==> src/rtl/mmba_pkg.sv <==
package mmba_pkg;
   localparam int NUM_M = 4;
   localparam int M_REF = 0;
   localparam int M_EXT = 1;
   localparam int M_DMA = 2;
   localparam int M_CPU = 3;
endpackage

==> src/rtl/mmba_pick.sv <==
module mmba_pick #(
   parameter int N = 4
) (
   input  logic [N-1:0] elig,
   output logic [N-1:0] win
);
   logic [N:0] taken;
   assign taken[0] = 1'b0;
   for (genvar i = 0; i < N; i++) begin : g_slot
      assign win[i]       = elig[i] & ~taken[i];
      assign taken[i+1]   = taken[i] | elig[i];
   end
endmodule

==> src/rtl/mmba_order.sv <==
module mmba_order (
   input  logic clk,
   input  logic rst_n,
   input  logic int_pend,
   input  logic hi_pend,
   input  logic int_won,
   output logic ahead
);
   logic ahead_nxt;
   always_comb begin
      if (int_won || !int_pend) ahead_nxt = 1'b0;
      else if (!hi_pend)        ahead_nxt = 1'b1;
      else                      ahead_nxt = ahead;
   end
   always_ff @(posedge clk or negedge rst_n) begin
      if (!rst_n) ahead <= 1'b0;
      else        ahead <= ahead_nxt;
   end
endmodule

==> src/rtl/mmba_takeback.sv <==
module mmba_takeback #(
   parameter int LVL_W = 4
) (
   input  logic             lent,
   input  logic             ref_wait,
   input  logic [LVL_W-1:0] level,
   input  logic [LVL_W-1:0] mask,
   output logic             ask
);
   assign ask = lent & (ref_wait | (level > mask));
endmodule

==> src/rtl/mm_bus_arbiter.sv <==
module mm_bus_arbiter
   import mmba_pkg::*;
#(
   parameter int LVL_W = 4
) (
   input  logic             clk,
   input  logic             rst_n,
   input  logic             req_refresh,
   input  logic             req_ext,
   input  logic             req_dma,
   input  logic             req_cpu,
   input  logic             cycle_done,
   input  logic             lock_atomic,
   input  logic             atomic_onchip,
   input  logic             lock_split,
   input  logic             ext_enable,
   input  logic             sleep,
   input  logic [LVL_W-1:0] irq_level,
   input  logic [LVL_W-1:0] irq_mask,
   output logic [NUM_M-1:0] grant,
   output logic             bus_ack,
   output logic             take_back
);
   if (LVL_W < 1 || LVL_W > 8) begin : g_bad_lvl
      $error("mm_bus_arbiter: LVL_W out of range");
   end

   logic             ext_ok, dma_ok, hold_lock, arb_pt, ahead;
   logic             int_pend, hi_pend, int_won, use_inner;
   logic [NUM_M-1:0] full_elig, inner_elig, full_win, inner_win, pick, grant_nxt;

   assign ext_ok    = req_ext & ext_enable & ~sleep;
   assign dma_ok    = req_dma & (~req_ext | ahead);
   assign hold_lock = lock_split | (lock_atomic & ~atomic_onchip);

   assign arb_pt = (grant == '0)
                 | ((grant[M_REF] | grant[M_DMA] | grant[M_CPU]) & cycle_done & ~hold_lock)
                 | (grant[M_EXT] & ~req_ext);

   assign int_pend = (req_dma & ~grant[M_DMA]) | (req_cpu & ~grant[M_CPU]);
   assign hi_pend  = (req_refresh & ~grant[M_REF]) | (req_ext & ~grant[M_EXT]);

   always_comb begin
      full_elig         = '0;
      full_elig[M_REF]  = req_refresh;
      full_elig[M_EXT]  = ext_ok;
      full_elig[M_DMA]  = dma_ok;
      full_elig[M_CPU]  = req_cpu;
      inner_elig        = '0;
      inner_elig[M_DMA] = req_dma;
      inner_elig[M_CPU] = req_cpu;
   end

   mmba_pick #(.N(NUM_M)) u_full  (.elig(full_elig),  .win(full_win));
   mmba_pick #(.N(NUM_M)) u_inner (.elig(inner_elig), .win(inner_win));

   assign use_inner = ahead & (req_dma | req_cpu);
   assign pick      = use_inner ? inner_win : full_win;
   assign grant_nxt = arb_pt ? pick : grant;
   assign int_won   = arb_pt & (pick[M_DMA] | pick[M_CPU]);

   mmba_order u_order (
      .clk     (clk),
      .rst_n   (rst_n),
      .int_pend(int_pend),
      .hi_pend (hi_pend),
      .int_won (int_won),
      .ahead   (ahead)
   );

   always_ff @(posedge clk or negedge rst_n) begin
      if (!rst_n) grant <= '0;
      else        grant <= grant_nxt;
   end

   assign bus_ack = grant[M_EXT];

   mmba_takeback #(.LVL_W(LVL_W)) u_tb (
      .lent    (bus_ack),
      .ref_wait(req_refresh),
      .level   (irq_level),
      .mask    (irq_mask),
      .ask     (take_back)
   );
endmodule

==> config.mk <==
export PLATFORM = sky130hd
export DESIGN_NAME = mm_bus_arbiter
export DESIGN_NICKNAME = d
export VERILOG_FILES = /design/src/rtl/mmba_pkg.sv /design/src/rtl/mmba_pick.sv /design/src/rtl/mmba_order.sv /design/src/rtl/mmba_takeback.sv /design/src/rtl/mm_bus_arbiter.sv
export SDC_FILE = /design/constraint.sdc
export NUM_CORES = 1
export LEC_CHECK = 0
export ABC_AREA = 1
export BUFFER_PORTS_ARGS = -buffer_cell sky130_fd_sc_hd__buf_2
export CORE_MARGIN = 2
export CORE_UTILIZATION = 30
export CTS_CLUSTER_DIAMETER = 30
export DETAILED_ROUTE_END_ITERATION = 7
export SLEW_MARGIN = 20
export SYNTH_ARGS = -nofsm -noshare
export SYNTH_HDL_FRONTEND = slang
export SYNTH_HIERARCHICAL = 1
export SYNTH_SLANG_ARGS = --single-unit
==> constraint.sdc <==
create_clock -name clk -period 2.92 [get_ports clk]
set_input_delay 0.438 -clock clk [delete_from_list [all_inputs] [get_ports clk]]
set_output_delay 0.438 -clock clk [all_outputs]
set_load 0.1 [all_outputs]
==> summary.md <==
| Metric | Value |
|---|---|
| TNS Setup | 0 ns |
| Post-synth top cells | nand2_1, inv_1, nor2_1, nand3_1 |
| Total Die Area | about 2400 um^2 |
| Max Root-Sink Buffers | 2 |
| Placed instance area | 749.5 um^2 |
| P&R area growth vs syn | 30.56% |
| Peak VDD IR | around 0.52 mV |
| Crit path buf inv count | 4 |
| Clk Latency, worst-skew pair | about 0.24 ns |
| Post-Route WL | 1.193 mm |
| EDFF count, synth | 0 |
| Root buffer cell | clkbuf_4 |
| Total number of vias | 643 |
| WL per Instance | 7.410 um |
| Worst EP arrival | 1.63 ns |
| TritonRoute pass-1 iters | 4 |
| Final #Nets | 159 |
| Async S/R FF share, synth | 100.0% |
| Antenna diodes | 0 |
| Multi-input gate area | 367.9 um^2 |
| Via density | roughly 4.0 |
| Gp weighted congestion | 0.8013 |
| Finish-stage setup viols | 0 |
| Hold Path Class | in2reg |
| Tot GR Track Use | 11.26% |
| CP endpoint kind | primary output |
| Area leader, netlist | dfrtp_1 |
| Post-Syn Area | 601.8 um^2 |
| Sequential area share after synthesis | 20.79% |
| Share of the synthesized area in the top cell type | about a fifth |
| Row cnt | 16 |
| Initial DRC count | 16 |
| Top Ports | 26 |
| R2R depth | 12 |
| Total grt overflow | 0 |
| Critical-path top delay cell | buf_2 |
| Synth Warn # | 6 |
| Critical path required time | 2.48 ns |
| CTS tree | built |
| CP Depth | 10 |
| Top area cells in the synthesized netlist | dfrtp_1, nand2_1, inv_1, ha_1, nand3_1 |
| MaxCap Viol Count | 0 |
| Ys flop type | dfrtp_1 |
| CP top delay family | buffers and inverters |
| Hold-fix buffers at CTS | 1 |
| DRC | 0 |
| Clock sink count | 5 |
| Kind of critical path | in2out |
| ANT nets after route | 0 |
| Post-CTS Setup Bufs | 0 |
| Status | finished clean |
| Die Height | approximately 49 um |
| Overall Power | approximately 0.74 mW |
| Crit-path cells | buf_2 -> inv_1 -> ha_1 -> nand2_1 -> inv_2 -> nand2_1 -> nand2_1 -> nand2_1 -> a21oi_2 -> buf_2 |
| Startpoint types | primary input |
| First-pass GRT wire length | 2.194 mm |
| Tmin final | approximately 2.1 ns |
| Static Leak | 0.5086 nW |
| Final Hold Viols | 0 |
| DIE WIDTH | 48.79 um |
| Fill count | 220 |
| Avg Cell Area, Syn | slightly below 6 um^2 |
| RSZ-0062 raised after global routing | false |
| Share of cells above drive strength 1 | roughly a third |
| Most common cell in the netlist | nand2_1 |
| Area of the core | 1922 um^2 |
| Final HPWL from detailed placement | 1.027 mm |
| Port Buf Inserts | 25 |
| FF/Latch Area | around 130 um^2 |
| Synth unique cells | 19 |
| Post-synthesis register bit count | 5 |
| CTS buffer count | 3 |
| Post-CTS Resized | 0 |
| Initial antenna violation count | 0 |
| CP max stage delay | 0.43 ns |
| Synthesized instance count | 104 |
| Final period util | 70.69% |
| Fmax | 0.4845 GHz |
| Initial Util | 31.32% |
| Final max-slew violation count | 0 |
| Vias in the first global route | 585 |
| Worst-path clk slew | 0.04 ns |
| Final Cell Area | ~800 um^2 |
| Pwr/cell area | ~940 nW/um^2 |
| Max FO, Critical Path | 2 |
| Final clock skew | roughly 0.0033 ns |
| Worst Hold Depth | 3 |
| Crit path top cell by count | nand2_1 |
| Largest net degree at the start of global routing | 8 |
| H-tree depth | 1 |
==> metrics by stage <==
stage | worst slack (ns) | hold slack, ns | instances | utilization (%)
after CTS | 0.8489 | 0.4841 | 161 | 40.89
after detailed placement | 0.8512 | 0.2567 | 156 | 39.00
after floorplan | 0.5296 | 0.1424 | 107 | -
after global placement | 0.8755 | 0.2560 | 156 | 39.00
after global routing | 0.7332 | 0.4909 | 161 | 40.89
final | 0.8559 | 0.4965 | 161 | 40.89
==> final cells by class <==
| type | count | share of cell area, % |
|---|---|---|
| Multi-Input combinational cell | 73 | 46.82 |
| Inverter | 26 | 12.42 |
| Clock buffer | 4 | 3.344 |
| Tap cell | 27 | 4.299 |
| Sequential cell | 5 | 15.92 |
| Timing Repair Buffer | 26 | 17.20 |
==> registers in the layout (all words and copies together), names as in the netlist <==
| name | flops |
|---|---|
| u_order/ahead | 1 |
| grant | 4 |
==> cell usage in the layout, fill, tap and decap left out, types with 2 or more instances in the layout <==
cell type,Yosys,final
a21oi_1,2,2
buf_2,0,25
clkbuf_4,0,3
conb_1,1,4
dfrtp_1,5,5
ha_1,4,4
inv_1,21,21
inv_2,4,4
nand2_1,31,31
nand2_2,5,5
nand3_1,9,9
nor2_1,11,11
==> worst paths after layout <==
path                                from  slack, ns             to
setup / recovery             irq_mask[3]       0.86      take_back
max in group asynchronous          rst_n       2.25  u_order/ahead
hold / removal                   req_ext       0.50       grant[1]
hold reg to reg                 grant[2]       0.57       grant[2]
setup reg to reg           u_order/ahead       1.59  u_order/ahead
min in group asynchronous          rst_n       0.54       grant[0]
==> cells by family after synthesis <==
group                      synth area share [%]
and+or+nand+nor                           45.32
buffers and inverters                     19.96
AOI/OAI and AO/OA                         4.990
DFF                                       20.79
adders and majority gates                 8.316
other                                    0.6231
==> worst reg2reg max path, stage by stage (launching register included) <==
cell	delay, ns
dfrtp_1	0.44
inv_1	0.08
a21oi_1	0.05
inv_1	0.06
nand2_1	0.05
nor2_1	0.09
nand2_1	0.05
nand2_1	0.09
nor2_1	0.05
nor2_1	0.09
clkinv_1	0.07
nand2_1	0.05
nor2_1	0.04
==> metal layers <==
| layer | track usage [%] | up-vias | routed length (um) |
|---|---|---|---|
| met3 | 3.681 | 0 | 63 |
| met4 | 1.429 | 0 | 0 |
| met5 | 0 | - | 0 |
| li1 | - | 359 | - |
| met2 | 18.72 | 17 | 543 |
| met1 | 14.59 | 267 | 586 |
==> where the power goes <==
| group | internal [mW] | total [mW] | switching, mW |
|---|---|---|---|
| Clock | 0.0516 | 0.0789 | 0.0273 |
| Combinational | 0.113 | 0.520 | 0.407 |
| Sequential | 0.102 | 0.142 | 0.0402 |
| Total | 0.267 | 0.742 | 0.475 |
No activity file was read; power rests on OpenSTA's default activity.
